## config.mk

```make
export PLATFORM = sky130hd
export DESIGN_NAME = qdot_engine
export DESIGN_NICKNAME = d
export VERILOG_FILES = /design/src/rtl/qdot_pkg.sv /design/src/rtl/qdot_livemask.sv /design/src/rtl/qdot_unpack.sv /design/src/rtl/qdot_popcnt.sv /design/src/rtl/qdot_pick.sv /design/src/rtl/qdot_engine.sv
export SDC_FILE = /design/constraint.sdc
export NUM_CORES = 1
export LEC_CHECK = 0
export ABC_AREA = 1
export CAP_MARGIN = 20
export CORE_MARGIN = 2
export CORE_UTILIZATION = 50
export DETAILED_ROUTE_END_ITERATION = 16
export PLACE_DENSITY = 0.7
export SLEW_MARGIN = 20
export SYNTH_ARGS = -nofsm -noshare
export SYNTH_HDL_FRONTEND = slang
export SYNTH_SLANG_ARGS = --single-unit
```

## constraint.sdc

```tcl
create_clock -name clk -period 19.2 [get_ports clk]
set_input_delay 3.84 -clock clk [delete_from_list [all_inputs] [get_ports clk]]
set_output_delay 3.84 -clock clk [all_outputs]
set_load 0.03 [all_outputs]
```

## src/rtl/qdot_pkg.sv

```systemverilog
package qdot_pkg;

  localparam int NUM_PREC = 4;   // multi-bit precisions: 16, 8, 4, 2 bits
  localparam int BASE_FW  = 16;  // widest field width

  typedef enum logic [2:0] {
    QM_W16 = 3'd0,
    QM_W8  = 3'd1,
    QM_W4  = 3'd2,
    QM_W2  = 3'd3,
    QM_BIN = 3'd4
  } qmode_e;

  // Fold every code with the top bit set onto the binary mode.
  function automatic logic [2:0] norm_mode(input logic [2:0] code);
    return code[2] ? QM_BIN : code;
  endfunction

endpackage

```

## src/rtl/qdot_livemask.sv

```systemverilog
// Flags the element pairs whose operands are both nonzero, for each
// multi-bit precision, then selects the requested one.
module qdot_livemask
  import qdot_pkg::*;
#(
  parameter int WORD_W = 32,
  parameter int MAX_EL = WORD_W / 2
) (
  input  logic [WORD_W-1:0] act,
  input  logic [WORD_W-1:0] wgt,
  input  logic [1:0]        sel,
  output logic [MAX_EL-1:0] live
);

  logic [MAX_EL-1:0] cand [NUM_PREC];

  for (genvar g = 0; g < NUM_PREC; g++) begin : g_prec
    localparam int FW  = BASE_FW >> g;
    localparam int NEL = WORD_W / FW;
    logic [MAX_EL-1:0] m;

    always_comb begin
      m = '0;
      for (int e = 0; e < NEL; e++) begin
        m[e] = (|act[e*FW +: FW]) & (|wgt[e*FW +: FW]);
      end
    end

    assign cand[g] = m;
  end

  assign live = cand[sel];

endmodule

```

## src/rtl/qdot_unpack.sv

```systemverilog
// Extracts one element by shift and mask and sign-extends it to a lane.
module qdot_unpack
  import qdot_pkg::*;
#(
  parameter int WORD_W = 32,
  parameter int LANE_W = 16,
  parameter int IDX_W  = 4
) (
  input  logic [WORD_W-1:0]        word,
  input  logic [1:0]               sel,
  input  logic [IDX_W-1:0]         idx,
  output logic signed [LANE_W-1:0] lane
);

  logic signed [LANE_W-1:0] cand [NUM_PREC];

  for (genvar g = 0; g < NUM_PREC; g++) begin : g_prec
    localparam int FW = BASE_FW >> g;
    logic signed [FW-1:0] field;

    assign field   = FW'(word >> (int'(idx) * FW));
    assign cand[g] = LANE_W'(field);
  end

  assign lane = cand[sel];

endmodule

```

## src/rtl/qdot_popcnt.sv

```systemverilog
// Binary-mode term: matching bits count +1, differing bits count -1.
module qdot_popcnt #(
  parameter int WORD_W = 32,
  parameter int ACC_W  = 32
) (
  input  logic [WORD_W-1:0] act,
  input  logic [WORD_W-1:0] wgt,
  output logic [ACC_W-1:0]  term
);

  logic [WORD_W-1:0] agree;
  int                ones;

  assign agree = ~(act ^ wgt);

  always_comb begin
    ones = 0;
    for (int i = 0; i < WORD_W; i++) begin
      if (agree[i]) ones++;
    end
    term = ACC_W'(2 * ones - WORD_W);
  end

endmodule

```

## src/rtl/qdot_pick.sv

```systemverilog
// Lowest-index set bit of the pending mask.
module qdot_pick #(
  parameter int N     = 16,
  parameter int IDX_W = 4
) (
  input  logic [N-1:0]     req,
  output logic [IDX_W-1:0] idx
);

  always_comb begin
    idx = '0;
    for (int i = N - 1; i >= 0; i--) begin
      if (req[i]) idx = IDX_W'(i);
    end
  end

endmodule

```

## src/rtl/qdot_engine.sv

```systemverilog
module qdot_engine
  import qdot_pkg::*;
#(
  parameter int WORD_W = 32,
  parameter int LANE_W = 16,
  parameter int ACC_W  = 32
) (
  input  logic              clk,
  input  logic              rst_n,
  input  logic [2:0]        mode_i,
  input  logic              clear_i,
  input  logic              in_valid_i,
  output logic              in_ready_o,
  input  logic [WORD_W-1:0] act_i,
  input  logic [WORD_W-1:0] wgt_i,
  input  logic              last_i,
  output logic [ACC_W-1:0]  acc_o,
  output logic              done_o
);

  localparam int MAX_EL = WORD_W / 2;
  localparam int IDX_W  = $clog2(MAX_EL);
  localparam int PROD_W = 2 * LANE_W;

  // control state
  logic              busy_q,  busy_d;
  logic              first_q, first_d;
  logic              dpend_q, dpend_d;
  logic              done_q,  done_d;
  logic [MAX_EL-1:0] pend_q,  pend_d;
  logic [ACC_W-1:0]  acc_q,   acc_d;

  // word registers (load-enabled, no reset)
  logic [WORD_W-1:0] act_q, wgt_q;
  logic              last_q;
  logic [2:0]        mode_q;

  logic              take, ld_word;
  logic [2:0]        eff_mode;
  logic              eff_bin, cur_bin;
  logic [MAX_EL-1:0] live_in, pend_clr;
  logic [IDX_W-1:0]  pick_idx;
  logic              pick_any;
  logic signed [LANE_W-1:0] a_lane, w_lane;
  logic signed [PROD_W-1:0] prod;
  logic [ACC_W-1:0]  bin_term, step_add;
  logic              finish;

  assign in_ready_o = ~busy_q & ~clear_i;
  assign take       = in_valid_i & in_ready_o;
  assign ld_word    = take;

  assign eff_mode = first_q ? norm_mode(mode_i) : mode_q;
  assign eff_bin  = (eff_mode == QM_BIN);
  assign cur_bin  = (mode_q == QM_BIN);

  qdot_livemask #(.WORD_W(WORD_W), .MAX_EL(MAX_EL)) u_live (
    .act  (act_i),
    .wgt  (wgt_i),
    .sel  (eff_mode[1:0]),
    .live (live_in)
  );

  qdot_pick #(.N(MAX_EL), .IDX_W(IDX_W)) u_pick (
    .req (pend_q),
    .idx (pick_idx)
  );

  qdot_unpack #(.WORD_W(WORD_W), .LANE_W(LANE_W), .IDX_W(IDX_W)) u_unpack_a (
    .word (act_q),
    .sel  (mode_q[1:0]),
    .idx  (pick_idx),
    .lane (a_lane)
  );

  qdot_unpack #(.WORD_W(WORD_W), .LANE_W(LANE_W), .IDX_W(IDX_W)) u_unpack_w (
    .word (wgt_q),
    .sel  (mode_q[1:0]),
    .idx  (pick_idx),
    .lane (w_lane)
  );

  qdot_popcnt #(.WORD_W(WORD_W), .ACC_W(ACC_W)) u_pop (
    .act  (act_q),
    .wgt  (wgt_q),
    .term (bin_term)
  );

  assign pick_any = |pend_q;
  assign prod     = a_lane * w_lane;
  assign pend_clr = pend_q & ~(MAX_EL'(1) << pick_idx);

  always_comb begin
    if (cur_bin)       step_add = bin_term;
    else if (pick_any) step_add = ACC_W'(prod);
    else               step_add = '0;
  end

  assign finish = busy_q & (cur_bin | (pend_clr == '0));

  // next-state logic
  always_comb begin
    busy_d  = busy_q;
    first_d = first_q;
    dpend_d = dpend_q;
    done_d  = done_q;
    pend_d  = pend_q;
    acc_d   = acc_q;
    if (clear_i) begin
      busy_d  = 1'b0;
      first_d = 1'b1;
      dpend_d = 1'b0;
      done_d  = 1'b0;
      pend_d  = '0;
      acc_d   = '0;
    end else begin
      done_d  = dpend_q;
      dpend_d = finish & last_q;
      if (busy_q) begin
        acc_d  = acc_q + step_add;
        pend_d = pend_clr;
        if (finish) busy_d = 1'b0;
      end else if (take) begin
        busy_d  = 1'b1;
        first_d = 1'b0;
        pend_d  = eff_bin ? '0 : live_in;
      end
    end
  end

  // control registers
  always_ff @(posedge clk or negedge rst_n) begin
    if (!rst_n) begin
      busy_q  <= 1'b0;
      first_q <= 1'b1;
      dpend_q <= 1'b0;
      done_q  <= 1'b0;
      pend_q  <= '0;
      acc_q   <= '0;
    end else begin
      busy_q  <= busy_d;
      first_q <= first_d;
      dpend_q <= dpend_d;
      done_q  <= done_d;
      pend_q  <= pend_d;
      acc_q   <= acc_d;
    end
  end

  // word registers
  always_ff @(posedge clk) begin
    if (ld_word) begin
      act_q  <= act_i;
      wgt_q  <= wgt_i;
      last_q <= last_i;
      mode_q <= eff_mode;
    end
  end

  assign acc_o  = acc_q;
  assign done_o = done_q;

endmodule

```

# == After elaboration in Yosys (flattened, before gate mapping) ==
# Index checks and enable logic that the tools add are counted.
# classes
n_eq_ne,3
n_bitwise,43
mul,1
order_cmp,2
n_mux,76
div,0
reduce_logical,66
add_sub_neg,33
shift,9
# op_table
cell,count
31-bit two-way mux,30
"31-bit by 2-bit adder with 31-bit output, second input constant",29
16-bit two-way mux,10
32-bit two-way mux,4
16-bit binary-select mux with 2-bit select,3
16-bit OR reduction,5
4-bit two-way mux,16
2-bit OR reduction,32
4-bit OR reduction,16
8-bit OR reduction,8
32-bit by 5-bit >> shifter with 2-bit output,2
32-bit by 6-bit >> shifter with 4-bit output,2
32-bit by 7-bit >> shifter with 8-bit output,2
32-bit by 8-bit >> shifter with 16-bit output,2
1-bit AND,34
32-bit adder,1
16-bit by 16-bit multiplier with 32-bit output,1
32-bit NOT,1
"32-bit by 7-bit subtractor with 32-bit output, second input constant",1
32-bit bitwise XOR,1
16-bit AND,1
16-bit zero test,1
16-bit NOT,1
"1-bit by 4-bit left shift with 16-bit output, first input constant",1
other kinds (14),29
# word_totals
latchBits,0
in_bits,72
mem_bits_ro,0
n_memories,0
regBits,120
ramBits,0

# == Longest topological paths before layout ==
# depth
word_depth,70
depth_mapped,151
ltp_nobuf,151

# == Cells and area by module ==
# A second synthesis with hierarchy kept.
# unflattened
cells_unflattened,4121
area_unflattened_um2,26903.3
# modules_own_cells
mod,cells_each,instances,area_per_inst_um2
qdot_engine,2183,1,17319.1
qdot_popcnt,1219,1,6293.5
qdot_unpack,269,2,1236.2
qdot_livemask,135,1,605.6
qdot_pick,46,1,212.7

# == Worst setup path before layout ==
# No wires, ideal clock.
# synth_timing
kind,reg2reg
startpoint,reg act_q[0]
endpoint,"reg acc_q[31], in the netlist acc_o[31]"
stages_incl_launch_ff,145
required_time_ps,19082
slack_ps,192
path_buffers,0
t_arrival_ps,18891
path_cell_list,edfxtp_1 > nand2_1 > nand2_1 > ha_1 > inv_1 > nand3_2 > nand2_2 > inv_2 > nand3_1 > nand3_1 > nand2_1 > ha_1 > or2_1 > nand2_1 > inv_2 > ha_1 > nand2_1 > nand2_1 > [109 not listed] > nor2_1 > inv_1 > a21oi_1 > or2_2 > nand2_1 > a21oi_1 > or2_2 > nand2_1 > a21oi_1 > o21ai_0 > inv_1 > nor2_1 > nand4_1 > nand2_1 > xor2_1 > nand3_1 > nand3_1 > nand2_1
# synth_via
elab_chain_cells,70
word_cells_on_any_way,79
# synth_rtl
element,line,source
from (decl),qdot_engine.sv:34,"logic [WORD_W-1:0] act_q, wgt_q;"
from (signal assigned),qdot_engine.sv:153,act_q <= act_i;
32-bit bitwise XOR,qdot_popcnt.sv:14,assign agree = ~(act ^ wgt);
32-bit NOT,qdot_popcnt.sv:14,
1-bit two-way mux,qdot_popcnt.sv:19,if (agree[i]) ones++;
1-bit by 1-bit adder with 2-bit output,qdot_popcnt.sv:19,
2-bit two-way mux,qdot_popcnt.sv:19,
2-bit by 1-bit adder with 3-bit output,qdot_popcnt.sv:19,
31-bit two-way mux,qdot_popcnt.sv:19,
31-bit by 2-bit adder with 31-bit output,qdot_popcnt.sv:19,
[54 not listed],--,
31-bit two-way mux,qdot_popcnt.sv:19,
31-bit by 2-bit adder with 31-bit output,qdot_popcnt.sv:19,
31-bit two-way mux,qdot_popcnt.sv:19,
32-bit by 7-bit subtractor with 32-bit output,qdot_popcnt.sv:21,term = ACC_W'(2 * ones - WORD_W);
32-bit two-way mux (*),qdot_engine.sv:94,if (cur_bin) step_add = bin_term;
32-bit adder (*),qdot_engine.sv:120,acc_d = acc_q + step_add;
32-bit two-way mux (*),qdot_engine.sv:119,if (busy_q) begin
32-bit two-way mux (*),qdot_engine.sv:109,if (clear_i) begin
to (signal assigned),qdot_engine.sv:139,acc_q <= '0;
to (signal assigned),qdot_engine.sv:146,acc_q <= acc_d;
to (decl),qdot_engine.sv:31,"logic [ACC_W-1:0] acc_q, acc_d;"
# Mark *: on every way between the ends. The rest lies on a longest branch, timed or not. The select of a mux whose other input is x is not followed.
# A chain may end at the register's enable or synchronous reset.

# == Final worst setup path ==
# layout_timing
startpoint,reg act_q[0]
endpoint,"reg acc_q[13], in the netlist acc_o[13]"
# The elaborated chain is that of the path after synthesis.

==> flow_summary.json <==
{
  "clock_skew_ns": 0.0197,
  "hold_path_startpoint": "dpend_q",
  "grt_max_degree": 69,
  "clkTransAtPathRegs_ns": 0.06,
  "start_kind": "flip-flop",
  "synth_compound_area_share_pct": 11.0,
  "placed_cell_area_um2": 26700,
  "crit_fanout": 3,
  "finalSetupViolCount": 0,
  "timing.final.crit_share_pct": 95.9,
  "fmax_ghz": 0.0543,
  "cp.buffers_inverters": 36,
  "routed_wl_um": 72800,
  "crit_type": "reg -> reg",
  "n_fill_cell": 4397,
  "drc": 0,
  "cts-buffers-inserted": 17,
  "row_count": 80,
  "synth_xor_area_share_pct": 2.16,
  "dieWidth_um": 224,
  "cpPeakStageDelay_ns": 0.41,
  "muxShareOfSynthArea_pct": 0.0415,
  "max-cap-violations": 0,
  "drv_slew": 0,
  "clk_latency_ns": 0.44,
  "htreeDepth": 4,
  "gp_congestion": 0.991,
  "stdcell_count": 4287,
  "synth-simple-area-share_pct": 31.7,
  "slew_headroom_pct": 32.8,
  "rsz0062_at_grt": "yes",
  "ios": 106,
  "cts_hold_buf": 0,
  "period_minus_slack_ns": 18.41,
  "fp.dieH_um": 224,
  "coreArea_um2": 47600,
  "dpl.hpwl_um": 58300,
  "drive_gt1_share_pct": 16.5,
  "drt_iter0_markers": 2267,
  "cts_root_buffer": "clkbuf_16",
  "hold_depth": 2,
  "yosys_warnings": 0,
  "syn_avg_cell_area_um2": 7.04,
  "dieArea_um2": 50000,
  "synth-async-reset-ratio_pct": 43.3,
  "final_cell_area_um2": 28300,
  "synth_edf_count": 68,
  "vias": 23400,
  "clock-sinks": 120,
  "diodes": 0,
  "avgRoutedWirePerCell_um": 17.0,
  "path_delay_family": "adder cells",
  "status": "complete, no violations",
  "initial_core_util_pct": 50.6,
  "grt_pass1_wl_um": 117000,
  "grt_overflow": 0,
  "critical_path_arrival_ns": 18.78,
  "clockBufferDepth": 2,
  "postRouteAntennaNets": 0,
  "ys_seq_elements": 120,
  "holdCritPathClass": "reg -> reg",
  "worst_pin_slew_ns": 1.01,
  "via_per_inst": 5.47,
  "final_util_pct": 59.3,
  "grt_use_total_pct": 29.4,
  "first_pass_iters": 6,
  "ys_seq_area_share_pct": 13.9,
  "crit_slowest_cell": "edfxtp_1",
  "tritoncts": "yes",
  "synth_top_flop_cell": "edfxtp_1",
  "netlist_area_um2": 24100,
  "ys_types": 65,
  "port_buffers": 105,
  "syn-instance-count": 3424,
  "reg2regPathDepth": 141,
  "antenna_found_initial": 0,
  "syn_to_final_growth_pct": 17.2,
  "synthAdderAreaFrac_pct": 29.4,
  "reg2reg_from": "act_q[0]",
  "fin_nets": 4139,
  "crit_top_cell": "buf_4",
  "critPathCaptureType": "flip-flop",
  "hold_viol": 0,
  "hold_end": "done_o",
  "dp_cells": 4204,
  "critPathRequiredTime_ns": 19.57,
  "rrSetupSlack_ns": 0.79,
  "synth_fp_nets": 3904,
  "grt_pass1_vias": 22700,
  "synth_top_family_by_area": "simple AND/OR/NAND/NOR gates",
  "timing.rr.end": "acc_o[13]"
}
## worst min-delay path, stage by stage (launching register included)
cell and delay, ns:
dfrtp_1 0.33, inv_1 0.04, nor2_1 0.07
## Yosys cell counts, types with 14 or more instances
cell        n  area share, %
nand3_2    78            3.2
nor2_1    332            5.2
xor2_1     15           0.54
o211ai_1   14           0.44
nand4_1    25           0.65
xnor2_1    39            1.4
nand3b_1   20           0.62
ha_1      144            7.5
dfrtp_1    51            5.3
o21ai_0   186            3.9
nor2_2     23           0.60
fa_1      264             22
clkbuf_1   68            1.1
inv_1     640             10
inv_2      29           0.45
a21oi_1   102            2.1
nand2_2   101            2.6
nor3_1     20           0.42
nand3_1   216            4.5
o31ai_1    17           0.53
or2_2      24           0.62
o22ai_1    22           0.57
nand2_1   750             12
edfxtp_1   68            8.5
a31oi_1    15           0.39
## state kept, by name, indices dropped and copies added, names as in the netlist
name     cells
mode_q       3
wgt_q       32
dpend_q      1
pend_q      16
first_q      1
last_q       1
act_q       32
busy_q       1
done_o       1
acc_o       32
## cells in the final DEF (no fill, tap or decap), drive strengths merged, types with 21 or more instances in the layout
cell           synthesis  final
a21oi                103    103
buf                    9    189
clkdlybuf4s50          0    104
clkinv                12     21
dfrtp                 51     51
edfxtp                68     68
fa                   264    264
ha                   144    144
inv                  669    670
nand2                860    860
nand3                297    297
nand3b                23     23
nand4                 26     26
nor2                 357    357
o21ai                200    200
o22ai                 22     22
or2                   27     27
xnor2                 40     40
## cell type report
class,count,area (um2),share of cell area [%]
Tap cell,615,769,2.72
Clock inverter,12,128,0.451
Inverter,681,2560,9.06
Sequential cell,120,3340,11.8
Clock buffer,20,437,1.54
Multi-Input combinational cell,2546,18600,65.7
Timing Repair Buffer,293,2470,8.73
## how the worst max path moves through the flow
| stage | startpoint | end | cells past startpoint |
|---|---|---|---|
| after floorplan | act_q[0] | acc_o[31] | 144 |
| after global placement | act_q[0] | acc_o[31] | 145 |
| after detailed placement | act_q[0] | acc_o[31] | 146 |
| after CTS | act_q[0] | acc_o[13] | 141 |
| after global routing | act_q[1] | acc_o[31] | 148 |
| final | act_q[0] | acc_o[13] | 141 |
## routing by layer
metal  global-route usage, %  vias to the layer above  routed length, um
met3                    5.75                      128               6250
met2                    45.1                      930              31500
met4                    8.62                        0               1900
met1                    42.2                    11000              33100
li1                        -                    11400                  -
met5                       0                        -                  0
## kinds of logic after synthesis
group	Yosys count
multiplexers	1
AO/OA/AOI/OAI	447
XOR/XNOR	57
flip-flops	120
adder cells (fa/ha/maj)	408
buffers and inverters	758
AND/OR/NAND/NOR	1633
## per-stage QoR
stage / setup TNS [ns] / hold slack, ns / worst slack, ns
6_report: 0 / 0.480 / 0.790
5_1_grt: -1.23 / 0.512 / -0.464
4_1_cts: -1.50 / 0.486 / -0.459
3_5_place_dp: -3.79 / 0.465 / -0.915
3_3_place_gp: -0.990 / 0.466 / -0.400
2_1_floorplan: 0 / 0.434 / 0.192
## timing repair
action                                 in CTS  in global routing
cloned                                      0                  0
gates resized for setup                    23                123
setup endpoints to repair                   8                 16
endpoints found under the hold margin       0                  0
buffers inserted                           29                 23
pin swaps                                  21                122
Power is left out: the tool's default activity adds up to more than one toggle a clock period on the data nets, which glitch-free logic cannot reach.
